File: src/rtl/ps_cfg_pkg.sv
package ps_cfg_pkg;

    localparam int WORD_W = 32;
    localparam int NB_W   = $clog2(WORD_W + 1);

    typedef enum logic [2:0] {
        SQ_IDLE,
        SQ_PULSE,
        SQ_WAIT_ST,
        SQ_SHIFT,
        SQ_CHECK,
        SQ_WAIT_INIT,
        SQ_FINISH
    } seq_st_e;

    typedef enum logic [1:0] {
        SR_IDLE,
        SR_DATA,
        SR_TRAIL,
        SR_DONE
    } ser_st_e;

    typedef enum logic [2:0] {
        ERR_NONE        = 3'd0,
        ERR_STATUS_TO   = 3'd1,
        ERR_CONF_DONE   = 3'd2,
        ERR_INIT_TO     = 3'd3,
        ERR_STATUS_LOST = 3'd4
    } cfg_err_e;

    // Keep the low 'keep' bits of a word, clear the rest (tail padding).
    function automatic logic [WORD_W-1:0] pad_word(input logic [WORD_W-1:0] w,
                                                   input logic [NB_W-1:0]   keep);
        logic [WORD_W-1:0] r;
        for (int b = 0; b < WORD_W; b++) begin
            r[b] = (NB_W'(b) < keep) ? w[b] : 1'b0;
        end
        return r;
    endfunction

endpackage

File: src/rtl/ps_sclk_gen.sv
module ps_sclk_gen #(
    parameter int HALF_DIV = 2
) (
    input  logic clk,
    input  logic rst,
    input  logic run,
    output logic sclk,
    output logic rise,
    output logic fall
);
    localparam int CW = (HALF_DIV > 1) ? $clog2(HALF_DIV) : 1;

    logic [CW-1:0] cnt;
    logic          term;

    assign term = run && (cnt == CW'(HALF_DIV - 1));
    assign rise = term && !sclk;
    assign fall = term && sclk;

    always_ff @(posedge clk) begin
        if (rst || !run) begin
            cnt  <= '0;
            sclk <= 1'b0;
        end else if (term) begin
            cnt  <= '0;
            sclk <= !sclk;
        end else begin
            cnt  <= cnt + 1'b1;
        end
    end

    // clock parks low whenever shifting pauses
    a_r5_sclk_parks_low: assert property (@(posedge clk) disable iff (rst)
        !run |=> !sclk);

endmodule

File: src/rtl/ps_bit_shifter.sv
module ps_bit_shifter
    import ps_cfg_pkg::*;
#(
    parameter int LEN_W      = 24,
    parameter int TRAIL_CLKS = 8
) (
    input  logic              clk,
    input  logic              rst,
    input  logic              begin_i,
    input  logic              abort_i,
    input  logic [LEN_W-1:0]  bit_len_i,
    input  logic [WORD_W-1:0] wd_data_i,
    input  logic              wd_valid_i,
    output logic              wd_ready_o,
    input  logic              fall_i,
    output logic              run_o,
    output logic              bit_o,
    output logic              done_o
);
    localparam int LW1  = LEN_W + 1;
    localparam int TC_W = $clog2(TRAIL_CLKS + 1);

    ser_st_e           phase;
    logic [WORD_W-1:0] sh;
    logic [NB_W-1:0]   nbits;
    logic [LEN_W-1:0]  words_left;
    logic [LEN_W-1:0]  data_left;
    logic [TC_W-1:0]   trail_left;
    logic [NB_W-1:0]   keep;
    logic [LEN_W-1:0]  words_calc;
    logic              take;

    assign words_calc = LEN_W'((LW1'(bit_len_i) + LW1'(WORD_W - 1)) >> $clog2(WORD_W));
    assign keep       = (data_left >= LEN_W'(WORD_W)) ? NB_W'(WORD_W) : NB_W'(data_left);
    assign wd_ready_o = (phase == SR_DATA) && (nbits == '0) && (words_left != '0);
    assign take       = wd_ready_o && wd_valid_i;
    assign run_o      = ((phase == SR_DATA) && (nbits != '0)) || (phase == SR_TRAIL);
    assign bit_o      = sh[0];
    assign done_o     = (phase == SR_DONE);

    always_ff @(posedge clk) begin
        if (rst) begin
            phase      <= SR_IDLE;
            sh         <= '0;
            nbits      <= '0;
            words_left <= '0;
            data_left  <= '0;
            trail_left <= '0;
        end else if (abort_i) begin
            phase <= SR_IDLE;
            nbits <= '0;
        end else begin
            unique case (phase)
                SR_IDLE, SR_DONE: begin
                    if (begin_i) begin
                        phase      <= SR_DATA;
                        sh         <= '0;
                        nbits      <= '0;
                        words_left <= words_calc;
                        data_left  <= bit_len_i;
                        trail_left <= TC_W'(TRAIL_CLKS);
                    end
                end
                SR_DATA: begin
                    if (take) begin
                        sh         <= pad_word(wd_data_i, keep);
                        nbits      <= NB_W'(WORD_W);
                        words_left <= words_left - 1'b1;
                        data_left  <= data_left - LEN_W'(keep);
                    end else if (fall_i && nbits != '0) begin
                        sh    <= sh >> 1;
                        nbits <= nbits - 1'b1;
                        if (nbits == NB_W'(1) && words_left == '0) phase <= SR_TRAIL;
                    end else if (nbits == '0 && words_left == '0) begin
                        phase <= SR_TRAIL;
                    end
                end
                SR_TRAIL: begin
                    if (fall_i) begin
                        trail_left <= trail_left - 1'b1;
                        if (trail_left == TC_W'(1)) phase <= SR_DONE;
                    end
                end
                default: phase <= SR_IDLE;
            endcase
        end
    end

    // a word register never holds more than one word of bits
    a_r6_nbits_bound: assert property (@(posedge clk) disable iff (rst)
        nbits <= NB_W'(WORD_W));
    // a fetched word always arrives full
    a_r6_full_after_take: assert property (@(posedge clk) disable iff (rst)
        (take && !abort_i) |=> (nbits == NB_W'(WORD_W)));
    // the trailing phase always has clocks left to send
    a_r7_trail_nonzero: assert property (@(posedge clk) disable iff (rst)
        (phase == SR_TRAIL) |-> (trail_left != '0));

endmodule

File: src/rtl/ps_cfg_seq.sv
module ps_cfg_seq
    import ps_cfg_pkg::*;
#(
    parameter int N_TGT     = 2,
    parameter int PULSE_CYC = 8,
    parameter int ST_TO     = 1000,
    parameter int INIT_TO   = 1000
) (
    input  logic                              clk,
    input  logic                              rst,
    input  logic                              start_i,
    input  logic [((N_TGT>1)?$clog2(N_TGT):1)-1:0] sel_i,
    input  logic [N_TGT-1:0]                  status_n_i,
    input  logic [N_TGT-1:0]                  conf_done_i,
    input  logic [N_TGT-1:0]                  init_done_i,
    input  logic                              ser_done_i,
    output logic                              ser_begin_o,
    output logic                              ser_abort_o,
    output logic [N_TGT-1:0]                  cfg_n_o,
    output logic [N_TGT-1:0]                  ce_n_o,
    output logic                              busy_o,
    output logic                              done_o,
    output logic [2:0]                        err_o
);
    localparam int SW    = (N_TGT > 1) ? $clog2(N_TGT) : 1;
    localparam int TMAX0 = (PULSE_CYC > ST_TO) ? PULSE_CYC : ST_TO;
    localparam int TMAX  = (TMAX0 > INIT_TO) ? TMAX0 : INIT_TO;
    localparam int TW    = $clog2(TMAX + 1);

    seq_st_e       state;
    logic [SW-1:0] sel;
    logic [TW-1:0] timer;
    cfg_err_e      err_q;
    logic          st_ok;

    assign st_ok       = status_n_i[sel];
    assign ser_begin_o = (state == SQ_WAIT_ST) && st_ok;
    assign ser_abort_o = (state == SQ_SHIFT) && !st_ok;
    assign busy_o      = (state != SQ_IDLE);
    assign done_o      = (state == SQ_FINISH);
    assign err_o       = err_q;

    for (genvar g = 0; g < N_TGT; g++) begin : g_tgt
        assign cfg_n_o[g] = !((state == SQ_PULSE) && (sel == SW'(g)));
        assign ce_n_o[g]  = !(((state == SQ_SHIFT) || (state == SQ_CHECK)) && (sel == SW'(g)));
    end

    always_ff @(posedge clk) begin
        if (rst) begin
            state <= SQ_IDLE;
            sel   <= '0;
            timer <= '0;
            err_q <= ERR_NONE;
        end else begin
            unique case (state)
                SQ_IDLE: begin
                    if (start_i) begin
                        sel   <= sel_i;
                        timer <= '0;
                        err_q <= ERR_NONE;
                        state <= SQ_PULSE;
                    end
                end
                SQ_PULSE: begin
                    if (timer == TW'(PULSE_CYC - 1)) begin
                        timer <= '0;
                        state <= SQ_WAIT_ST;
                    end else begin
                        timer <= timer + 1'b1;
                    end
                end
                SQ_WAIT_ST: begin
                    if (st_ok) begin
                        state <= SQ_SHIFT;
                    end else if (timer == TW'(ST_TO - 1)) begin
                        err_q <= ERR_STATUS_TO;
                        state <= SQ_FINISH;
                    end else begin
                        timer <= timer + 1'b1;
                    end
                end
                SQ_SHIFT: begin
                    if (!st_ok) begin
                        err_q <= ERR_STATUS_LOST;
                        state <= SQ_FINISH;
                    end else if (ser_done_i) begin
                        state <= SQ_CHECK;
                    end
                end
                SQ_CHECK: begin
                    timer <= '0;
                    if (conf_done_i[sel]) begin
                        state <= SQ_WAIT_INIT;
                    end else begin
                        err_q <= ERR_CONF_DONE;
                        state <= SQ_FINISH;
                    end
                end
                SQ_WAIT_INIT: begin
                    if (init_done_i[sel]) begin
                        state <= SQ_FINISH;
                    end else if (timer == TW'(INIT_TO - 1)) begin
                        err_q <= ERR_INIT_TO;
                        state <= SQ_FINISH;
                    end else begin
                        timer <= timer + 1'b1;
                    end
                end
                SQ_FINISH: state <= SQ_IDLE;
                default:   state <= SQ_IDLE;
            endcase
        end
    end

    // never more than one target enabled
    a_r4_one_enable: assert property (@(posedge clk) disable iff (rst)
        $onehot0(~ce_n_o));
    // no target enabled while any configure line is held low
    a_r2_pulse_no_enable: assert property (@(posedge clk) disable iff (rst)
        !(&cfg_n_o) |-> (&ce_n_o));
    // completion strobe lasts a single cycle and ends the load
    a_r11_done_single: assert property (@(posedge clk) disable iff (rst)
        done_o |=> (!done_o && !busy_o));
    // selection is frozen while a load runs
    a_r12_sel_frozen: assert property (@(posedge clk) disable iff (rst)
        (busy_o && $past(busy_o)) |-> $stable(sel));
    // wait counters stay inside their window
    a_r3_timer_bound: assert property (@(posedge clk) disable iff (rst)
        timer < TW'(TMAX));

endmodule

File: src/rtl/ps_cfg_master.sv
module ps_cfg_master
    import ps_cfg_pkg::*;
#(
    parameter int N_TGT      = 2,
    parameter int LEN_W      = 24,
    parameter int HALF_DIV   = 2,
    parameter int PULSE_CYC  = 8,
    parameter int ST_TO      = 1000,
    parameter int INIT_TO    = 1000,
    parameter int TRAIL_CLKS = 8,
    localparam int SW        = (N_TGT > 1) ? $clog2(N_TGT) : 1
) (
    input  logic              clk,
    input  logic              rst,
    input  logic              start,
    input  logic [SW-1:0]     tgt_sel,
    input  logic [LEN_W-1:0]  bit_len,
    input  logic [WORD_W-1:0] wd_data,
    input  logic              wd_valid,
    output logic              wd_ready,
    output logic [N_TGT-1:0]  cfg_n,
    input  logic [N_TGT-1:0]  status_n,
    input  logic [N_TGT-1:0]  conf_done,
    input  logic [N_TGT-1:0]  init_done,
    output logic [N_TGT-1:0]  ce_n,
    output logic              dclk,
    output logic              data0,
    output logic              busy,
    output logic              done,
    output logic [2:0]        err_code
);
    logic ser_begin, ser_abort, ser_done, ser_run, clk_rise, clk_fall;

    ps_cfg_seq #(
        .N_TGT(N_TGT), .PULSE_CYC(PULSE_CYC), .ST_TO(ST_TO), .INIT_TO(INIT_TO)
    ) u_seq (
        .clk(clk), .rst(rst), .start_i(start), .sel_i(tgt_sel),
        .status_n_i(status_n), .conf_done_i(conf_done), .init_done_i(init_done),
        .ser_done_i(ser_done), .ser_begin_o(ser_begin), .ser_abort_o(ser_abort),
        .cfg_n_o(cfg_n), .ce_n_o(ce_n), .busy_o(busy), .done_o(done), .err_o(err_code)
    );

    ps_bit_shifter #(.LEN_W(LEN_W), .TRAIL_CLKS(TRAIL_CLKS)) u_shift (
        .clk(clk), .rst(rst), .begin_i(ser_begin), .abort_i(ser_abort),
        .bit_len_i(bit_len), .wd_data_i(wd_data), .wd_valid_i(wd_valid),
        .wd_ready_o(wd_ready), .fall_i(clk_fall), .run_o(ser_run),
        .bit_o(data0), .done_o(ser_done)
    );

    ps_sclk_gen #(.HALF_DIV(HALF_DIV)) u_clk (
        .clk(clk), .rst(rst), .run(ser_run), .sclk(dclk),
        .rise(clk_rise), .fall(clk_fall)
    );

    // serial data holds while the serial clock is high
    a_r5_data_steady: assert property (@(posedge clk) disable iff (rst)
        dclk |-> $stable(data0));
    // a rising edge is never generated with the shifter stopped
    a_r5_rise_needs_run: assert property (@(posedge clk) disable iff (rst)
        clk_rise |-> ser_run);
    // the serial clock stays low whenever no target is enabled and nothing runs
    a_r3_quiet_when_idle: assert property (@(posedge clk) disable iff (rst)
        (!busy && $past(!busy)) |-> !dclk);

endmodule

File: config.mk
export PLATFORM = sky130hd
export DESIGN_NAME = ps_cfg_master
export DESIGN_NICKNAME = d
export VERILOG_FILES = /design/src/rtl/ps_cfg_pkg.sv /design/src/rtl/ps_sclk_gen.sv /design/src/rtl/ps_bit_shifter.sv /design/src/rtl/ps_cfg_seq.sv /design/src/rtl/ps_cfg_master.sv
export SDC_FILE = /design/constraint.sdc
export NUM_CORES = 1
export LEC_CHECK = 0
export BUFFER_PORTS_ARGS = -buffer_cell sky130_fd_sc_hd__buf_2
export CAP_MARGIN = 10
export CORE_MARGIN = 1.5
export CORE_UTILIZATION = 40
export DETAILED_ROUTE_END_ITERATION = 12
export PLACE_DENSITY = 0.55
export SLEW_MARGIN = 20
export SYNTH_ARGS = -nofsm -noshare
export SYNTH_HDL_FRONTEND = slang
export SYNTH_SLANG_ARGS = --single-unit
File: constraint.sdc
create_clock -name clk -period 3.2 [get_ports clk]
set_input_delay 0.32 -clock clk [delete_from_list [all_inputs] [get_ports clk]]
set_output_delay 0.32 -clock clk [all_outputs]
set_load 0.1 [all_outputs]
==> results.yml, run 1 <==
synth:
  yosysTopAreaCell: "dfxtp_1"
  yosys-top-cells-area: "dfxtp_1 (32%), o21ai_0 (6.9%), nand2_1 (5.8%), a21oi_1 (5.2%), nor2_1 (4.0%)"
  syn_inst: 945
  synth_edf_count: 0
  synthDistinctLibCells: 72
  yosys_warnings: 0
  synth_fp_nets: 1024
  ys_seq_elements: 111
  synth-seq-area-share_pct: 31.7
  async_flop_share_pct: 0
  synth_flop_cell: "dfxtp_1"
  avgSynthCellArea_um2: 7.41
  synth.top_cell.area_share_pct: 31.7
  netlist_area_um2: 7000
pwr:
  leakagePower_uw: 0.00302
  power.density_nw_per_um2: 976
  ir_drop_mv: 0.659
  p_total_uw: 7860
placed_design:
  port_buffers: 78
  preCtsSetupSlack_ps: 345
  routabilityCongestion: 0.841
  dp.cells: 1218
  dp_hpwl_um: 15500
critical_path:
  cp.required_ps: 2880
  crit_family: "simple AND/OR/NAND/NOR gates"
  criticalPathCategory: "register to primary output"
  path_cells: "or4_1 > nor4b_4 > nand2_1 > and4_1 > buf_2"
  cpMaxStageDelayCell: "or4_1"
  cp-end-kind: "primary output"
  reg2reg_depth: 11
  slowest_delay_ps: 680
  r2r-end: "u_shift.data_left[22]$_SDFFE_PP0P_"
  path_buf_inv: 1
  reg2reg_slack_ps: 330
  cp_max_fo: 8
  worstPathArrival_ps: 2710
  r2r-start: "u_shift.data_left[12]$_SDFFE_PP0P_"
  worst_setup_path_start_kind: "register"
route:
  wl_um: 21800
  remaining_drc_errors: 0
  via_per_inst: 5.89
  dr.first_iter.drc_count: 418
  via_count: 7273
  drtAntennaViolNets: 0
  dr.pass1.iters: 5
  wire_per_inst_um: 17.7
layout:
  drive_gt1_share_pct: 14.6
  stdcell_count: 1234
  multiInputGateArea_um2: 4470
  num-fill-cells: 1796
  regArea_um2: 2220
  layout_common_cells: "dfxtp_1 (111), nand2_1 (109), o21ai_0 (97), buf_2 (78), nor2_1 (75)"
  diodes: 0
  finalCoreUtilization_pct: 46.9
  mostFrequentLayoutCell: "dfxtp_1"
  nets: 1083
  area_growth_pct: 15.1
sta:
  report.final.hold_viol_count: 0
  tns_ps: 0
  setup_violations: 0
  min_period_over_period_pct: 94.8
  finalMaxSlewViolations: 0
  fmax_mhz: 330
  fin_skew_ps: 11.4
  finalCriticalPeriod_ps: 3030
  slew_headroom_pct: 33.0
  max_slew.worst_pin.slew_ps: 1000
  setup_ws_ps: 168
  rsz0062_at_grt: "no"
grt:
  grt-ovfl-total: 0
  grt_start_max_net_pins: 42
  grt_pass1_vias: 6716
  antenna_found_initial: 0
  grt_pass1_wl_um: 35200
  grt.total_usage_pct: 24.1
min_path:
  holdPathStages: 3
  hold_path.class: "primary input to register"
  min_to: "u_seq.sel$_SDFFE_PP0P_"
  hp-start: "tgt_sel"
floorplanning:
  core_um2: 17200
  ios: 79
  die_area_um2: 18300
  die_x_um: 135
  initial_core_util_pct: 40.7
  die_h_um: 135
  fp-row-count: 48
clock_tree:
  h-tree-depth: 3
  cts_tree: "built"
  cts.clk_slew.worst_paths_ps: 80
  cts_buffers: 9
  cts_max_path_buffers: 2
  clock_sinks: 111
  clkLatencyLatePin_ps: 360
  clockRootBuffer: "clkbuf_16"
  holdBufCountCts: 0
flow_run:
  max_cap_viol_count: 0
status:
  status: "finished, final reports clean"
## report_power, final
part	internal, uW	switching, uW
Clock	564	573
Combinational	1690	3250
Sequential	1560	218
Total	3820	4040
## sequential cells by signal, summed over array words and instances (netlist names), 2 cells and up
| signal | flops |
|---|---|
| u_seq.timer | 10 |
| u_shift.trail_left | 4 |
| u_shift.phase | 2 |
| u_shift.nbits | 6 |
| u_shift.words_left | 24 |
| u_seq.state | 3 |
| u_seq.err_o | 3 |
| u_shift.data_left | 24 |
| u_shift.sh | 32 |
## cell families (layout without fill, tap and decap cells)
kind of cell             Yosys count  count (layout)  share of synthesized area (%)
AO/OA/AOI/OAI                    311             311                           28.2
XOR/XNOR                          27              27                           3.38
adder cells (fa/ha/maj)           12              12                           2.15
buffers and inverters             92             156                           5.15
flip-flops                       111             111                           31.7
multiplexers                      11              11                           1.59
other                              1               1                         0.0536
AND/OR/NAND/NOR                  380             380                           27.8
## cells in the mapped netlist, drive strengths merged (4+ instances only)
master,count
inv,28
a21oi,73
o22ai,6
buf,17
and3,8
or3,15
nor4,14
nor2,75
nor3,25
xor2,8
clkbuf,47
o211ai,8
dfxtp,111
nor2b,31
and2,4
xnor2,19
a32o,7
and4,5
nand2,109
mux2i,10
o31ai,7
nand2b,7
or4,16
o32ai,11
nand4,18
a21boi,5
nand3,36
nor3b,4
ha,12
a31oi,31
o21ai,101
o41ai,4
a211oi,7
o31a,5
## final cells by class
type	count	share of cell area (%)
clock inverters	6	0.653
multi-input cells	742	55.5
inverters	28	1.31
clock buffers	10	2.97
flip-flops and latches	111	27.6
well taps	225	3.50
repair buffers	112	8.48
## per-layer routing
metal  wire [um]  global-route usage, %  up-vias
li1            -                      -     3624
met3        1080                   3.93       20
met1       10200                   33.0     3450
met5           0                      0        -
met2       10200                   39.2      179
met4         349                   6.39        0
## metrics by stage
| stage | hold WS (ps) | instance area (um2) |
|---|---|---|
| CTS | 190 | 8050 |
| global placement | 427 | 7760 |
| finish | 198 | 8050 |
| global route | 196 | 8050 |
| floorplan | 417 | 7000 |
| detailed placement | 435 | 7760 |
## worst reg2reg max path: stages, from the launching register on
cell and delay [ps]:
dfxtp_1 440, nor4_1 100, buf_4 160, nor2b_1 140, nand3_1 100, nand2_1 60
ha_1 340, o21a_1 280, a211oi_1 710, nand4_1 170, a21o_1 210, a21oi_1 110
## worst max path at each step
stage | from | end | cells past startpoint
5_1_grt | u_shift.words_left[14]$_SDFFE_PP0P_ | wd_ready | 5
3_3_place_gp | u_shift.words_left[0]$_SDFFE_PP0P_ | u_shift.sh[4]$_SDFFE_PP0P_ | 10
4_1_cts | u_shift.words_left[14]$_SDFFE_PP0P_ | wd_ready | 5
6_report | u_shift.words_left[14]$_SDFFE_PP0P_ | wd_ready | 5
3_5_place_dp | u_shift.words_left[14]$_SDFFE_PP0P_ | u_shift.words_left[8]$_SDFFE_PP0P_ | 7
2_1_floorplan | u_shift.data_left[6]$_SDFFE_PP0P_ | u_shift.data_left[8]$_SDFFE_PP0P_ | 11
## timing repair
item                                    in CTS  in global routing
endpoints found under the setup margin       0                  1
setup buffers                                0                  0
gates resized for setup                      0                  1
(Power assumes the default switching activity.)
==> inputs of run 2 (changes only) <==
--- a/config.mk
+++ b/config.mk
@@ -7,11 +7,12 @@
 export LEC_CHECK = 0
 export BUFFER_PORTS_ARGS = -buffer_cell sky130_fd_sc_hd__buf_2
 export CAP_MARGIN = 10
-export CORE_MARGIN = 1.5
 export CORE_UTILIZATION = 40
 export DETAILED_ROUTE_END_ITERATION = 12
 export PLACE_DENSITY = 0.55
+export REMOVE_ABC_BUFFERS = 1
 export SLEW_MARGIN = 20
 export SYNTH_ARGS = -nofsm -noshare
 export SYNTH_HDL_FRONTEND = slang
+export SYNTH_HIERARCHICAL = 1
 export SYNTH_SLANG_ARGS = --single-unit
==> results.yml, run 2 <==
sta:
  report.final.hold_viol_count: 0
  finalCriticalPeriod_ps: 2960
  tns_ps: 0
  max_slew.worst_pin.slew_ps: 967
  rsz0062_at_grt: "no"
  whs_ps: 203
  fmax_mhz: 337
  slew_headroom_pct: 35.0
  fin_skew_ps: 10.1
  min_period_over_period_pct: 92.6
  finalMaxSlewViolations: 0
  setup_violations: 0
layout:
  mostFrequentLayoutCell: "dfxtp_1"
  drive_gt1_share_pct: 17.4
  largest_reg_flops: 32
  finalInstanceArea_um2: 8090
  multiInputGateArea_um2: 4480
  diodes: 0
  num-fill-cells: 1758
  layout_common_cells: "dfxtp_1 (111), nor2_1 (85), nand2_1 (82), buf_2 (77), a21oi_1 (62)"
  area_growth_pct: 15.1
  nets: 1054
  top_register: "u_shift/sh"
  regArea_um2: 2220
  finalCoreUtilization_pct: 47.0
  reg.largest.list: "u_shift/sh x32, u_shift/data_left x24, u_shift/words_left x24"
synth:
  yosys_warnings: 6
  avgSynthCellArea_um2: 7.80
  syn_inst: 902
  netlist_area_um2: 7030
clock_tree:
  clkLatencyLatePin_ps: 360
  postCtsResizedCells: 0
  holdBufCountCts: 0
  cts_max_path_buffers: 2
  cts_tree: "built"
  clockRootBuffer: "clkbuf_16"
  cts_buffers: 9
  post_cts_buffers: 0
  h-tree-depth: 3
  cts.clk_slew.worst_paths_ps: 80
  clock_sinks: 111
min_path:
  hold_path.class: "primary input to register"
grt:
  grt_pass1_vias: 6462
  grt_start_max_net_pins: 64
  grt-ovfl-total: 0
  grtUsageMet3_pct: 2.82
  met1_usage_pct: 35.3
  met2_usage_pct: 36.8
  top_usage_layer: "met2"
  grt.total_usage_pct: 24.1
  antenna_found_initial: 0
  grt_pass1_wl_um: 34500
floorplanning:
  die_area_um2: 18100
  initial_core_util_pct: 40.8
  core_um2: 17200
  die_h_um: 135
  fp-row-count: 48
  ios: 79
  die_x_um: 135
pwr:
  intPower_uw: 3620
  p_clk_share_pct: 16.0
  ir_drop_mv: 0.389
  switching_share_pct: 48.4
  power.density_nw_per_um2: 866
  leakagePower_uw: 0.00296
  seqPwrFrac_pct: 26.0
  combinationalPowerShare_pct: 58.0
  p_sw_uw: 3400
route:
  dr.pass1.iters: 5
  remaining_drc_errors: 0
  via_count: 7095
  via_per_inst: 5.89
  dr.first_iter.drc_count: 542
  wl_um: 21300
  wire_per_inst_um: 17.7
  drtAntennaViolNets: 0
critical_path:
  worst_setup_path_start_kind: "register"
  cp_max_fo: 7
  cp.required_ps: 3450
  worstPathArrival_ps: 3210
  criticalPathCategory: "register to register"
  cp-end-kind: "register"
placed_design:
  dp_hpwl_um: 15300
  port_buffers: 78
  routabilityCongestion: 0.834
  placed_area_um2: 7810
status:
  status: "finished, final reports clean"
flow_run:
  max_cap_viol_count: 0
## run 2: metrics by stage
| stage | cells | power, uW | setup WS, ps |
|---|---|---|---|
| 2_1_floorplan | 847 | 4480 | -2330 |
| 3_3_place_gp | 1188 | 5890 | 309 |
| 3_5_place_dp | 1188 | 5860 | 248 |
| 4_1_cts | 1204 | 7000 | 227 |
| 5_1_grt | 1204 | 7570 | 5.10 |
| 6_report | 1204 | 7010 | 236 |
## run 2: power groups by stage
stage / Sequential, uW / Combinational, uW / Clock [uW]
3_3_place_gp: 1840 / 4050 / 0
3_5_place_dp: 1850 / 4020 / 0
5_1_grt: 1860 / 4530 / 1190
4_1_cts: 1820 / 4040 / 1140
6_report: 1820 / 4070 / 1120
2_1_floorplan: 1850 / 2640 / 0
## run 2: cell type report
class / count / area share (%)
sequential: 111 / 27.5
clock buffer: 12 / 3.17
tap: 225 / 3.48
inverter: 29 / 1.34
clock inverter: 4 / 0.356
timing repair buffer: 116 / 8.84
multi-input combinational: 707 / 55.4
## run 2: final timing paths
check | cells after the start | endpoint | slack, ps | from
max reg2reg | 10 | u_shift/data_left[12]$_SDFFE_PP0P_ | 240 | u_shift/data_left[20]$_SDFFE_PP0P_
max | 10 | u_shift/data_left[12]$_SDFFE_PP0P_ | 240 | u_shift/data_left[20]$_SDFFE_PP0P_
min reg2reg | 1 | u_shift/sh[29]$_SDFFE_PP0P_ | 460 | u_shift/sh[29]$_SDFFE_PP0P_
min | 3 | u_seq/sel$_SDFFE_PP0P_ | 200 | tgt_sel
## run 2: metal layers
| layer | vias up | routed length (um) | part of all wire, % |
|---|---|---|---|
| met5 | - | 0 | 0 |
| li1 | 3527 | - | - |
| met4 | 0 | 325 | 1.5 |
| met1 | 3357 | 10600 | 50 |
| met2 | 191 | 9410 | 44 |
| met3 | 20 | 1040 | 4.9 |
## run 2: worst max-delay path, stage by stage (launching register included)
cell	delay, ps
dfxtp_1	340
nor4_1	480
nand4_1	210
or2_2	400
nand2_1	100
ha_1	280
nand3_1	180
o21a_1	280
nand4_1	110
o21ai_0	80
a2111oi_0	380
==> inputs of run 3 (changes only) <==
--- a/config.mk
+++ b/config.mk
@@ -5,6 +5,7 @@
 export SDC_FILE = /design/constraint.sdc
 export NUM_CORES = 1
 export LEC_CHECK = 0
+export ABC_CLOCK_PERIOD_IN_PS = 2740
 export BUFFER_PORTS_ARGS = -buffer_cell sky130_fd_sc_hd__buf_2
 export CAP_MARGIN = 10
 export CORE_UTILIZATION = 40
==> constraint.sdc (replaced) <==
create_clock -name clk -period 2.74 [get_ports clk]
set_input_delay 0.274 -clock clk [delete_from_list [all_inputs] [get_ports clk]]
set_output_delay 0.274 -clock clk [all_outputs]
set_load 0.1 [all_outputs]
==> results.yml, run 3 (same netlist as run 2, synthesis figures left out) <==
min_path:
  hold_path.class: "primary input to register"
pwr:
  leakagePower_uw: 0.00312
  power.density_nw_per_um2: 1030
  ir_drop_mv: 0.607
critical_path:
  criticalPathCategory: "register to register"
  cp-end-kind: "register"
  worst_setup_path_start_kind: "register"
  cp.required_ps: 2990
  cp_max_fo: 5
  reg2reg_slack_ps: 130
  worstPathArrival_ps: 2860
layout:
  top_register: "u_shift/sh"
  mostFrequentLayoutCell: "dfxtp_1"
  regArea_um2: 2220
  diodes: 0
  area_growth_pct: 19.0
  num-fill-cells: 1724
  finalCoreUtilization_pct: 48.6
  reg.largest.list: "u_shift/sh x32, u_shift/data_left x24, u_shift/words_left x24"
  multiInputGateArea_um2: 4540
  stdcell_count: 1228
  drive_gt1_share_pct: 20.3
  nets: 1080
  largest_reg_flops: 32
  layout_common_cells: "dfxtp_1 (109), nor2_1 (85), nand2_1 (82), buf_2 (77), a21oi_1 (62)"
  finalInstanceArea_um2: 8370
grt:
  grt.total_usage_pct: 24.4
  antenna_found_initial: 0
  grt_pass1_wl_um: 35200
  grt-ovfl-total: 0
  grt_start_max_net_pins: 52
  grt_pass1_vias: 6569
sta:
  fin_skew_ps: 9.73
  finalCriticalPeriod_ps: 2610
  finalMaxSlewViolations: 0
  rsz0062_at_grt: "yes"
  fmax_mhz: 384
  slew_headroom_pct: 55.3
  min_period_over_period_pct: 95.1
  max_slew.worst_pin.slew_ps: 666
  report.final.hold_viol_count: 0
  setup_violations: 0
route:
  dr.first_iter.drc_count: 499
  dr.pass1.iters: 5
  wl_um: 21900
  drtAntennaViolNets: 0
  wire_per_inst_um: 17.9
  remaining_drc_errors: 0
  via_count: 7220
  via_per_inst: 5.88
clock_tree:
  holdBufCountCts: 0
  cts_max_path_buffers: 2
  post_cts_buffers: 0
  clock_sinks: 111
  cts.clk_slew.worst_paths_ps: 70
  clkLatencyLatePin_ps: 360
  h-tree-depth: 3
  cts_buffers: 9
  cts_tree: "built"
  clockRootBuffer: "clkbuf_16"
floorplanning:
  ios: 79
  die_area_um2: 18100
  die_x_um: 135
  initial_core_util_pct: 40.8
  core_um2: 17200
  die_h_um: 135
  fp-row-count: 48
placed_design:
  port_buffers: 78
  placed_area_um2: 8030
  dp_hpwl_um: 15900
  dp.cells: 1214
  routabilityCongestion: 0.868
flow_run:
  max_cap_viol_count: 0
status:
  status: "finished, final reports clean"
==> run 3: per-layer routing <==
layer | part of all wire [%] | track usage [%] | vias up | routed length (um)
li1 | - | - | 3578 | -
met1 | 48 | 35.4 | 3403 | 10600
met2 | 45 | 38.1 | 225 | 9900
met3 | 5.7 | 3.98 | 14 | 1250
met4 | 0.78 | 4.81 | 0 | 170
met5 | 0 | 0 | - | 0
==> run 3: path summary, 6_finish.rpt <==
check / from / end / cells past startpoint
hold reg to reg: u_clk/cnt$_SDFF_PP0_ / u_clk/cnt$_SDFF_PP0_ / 1
setup / recovery: u_shift/nbits[2]$_SDFFE_PP0P_ / u_shift/nbits[4]$_SDFFE_PP0P_ / 11
setup reg to reg: u_shift/nbits[2]$_SDFFE_PP0P_ / u_shift/nbits[4]$_SDFFE_PP0P_ / 11
hold / removal: tgt_sel / u_seq/sel$_SDFFE_PP0P_ / 3
==> run 3: final cells by class <==
| class | instances | area share, % |
|---|---|---|
| tap | 225 | 3.36 |
| sequential | 111 | 26.6 |
| inverter | 29 | 1.30 |
| multi-input combinational | 707 | 54.2 |
| timing repair buffer | 142 | 11.2 |
| clock buffer | 9 | 2.69 |
| clock inverter | 5 | 0.717 |
==> run 3: critical path: stages (launching register included) <==
cell,delay [ps]
dfxtp_1,350
or4_4,580
or2_4,270
nand2_1,70
nand2_1,60
and3_2,240
o21ai_1,200
nand2_1,130
buf_4,160
o2111ai_1,200
xor2_1,170
nor2_1,50
==> run 3: through the flow <==
stage	power (uW)	setup TNS (ps)	setup slack [ps]	hold slack, ps
2_1_floorplan	5240	-114160	-2750	343
3_3_place_gp	7180	0	59.8	435
3_5_place_dp	7180	0	23.7	442
4_1_cts	8560	0	82.0	173
5_1_grt	9300	-23.1	-8.16	186
6_report	8640	0	135	177
==> run 3: timing repair <==
action / 4_1_cts / 5_1_grt
resized for setup: 1 / 14
endpoints found under the setup margin: 1 / 39
pin swaps: 0 / 1
==> run 3: report_power, final <==
part	switching (uW)	leakage, uW	total (uW)	internal (uW)
clock network	630	0.000138	1330	704
logic	3200	0.00208	5200	1990
registers	255	0.000899	2120	1860
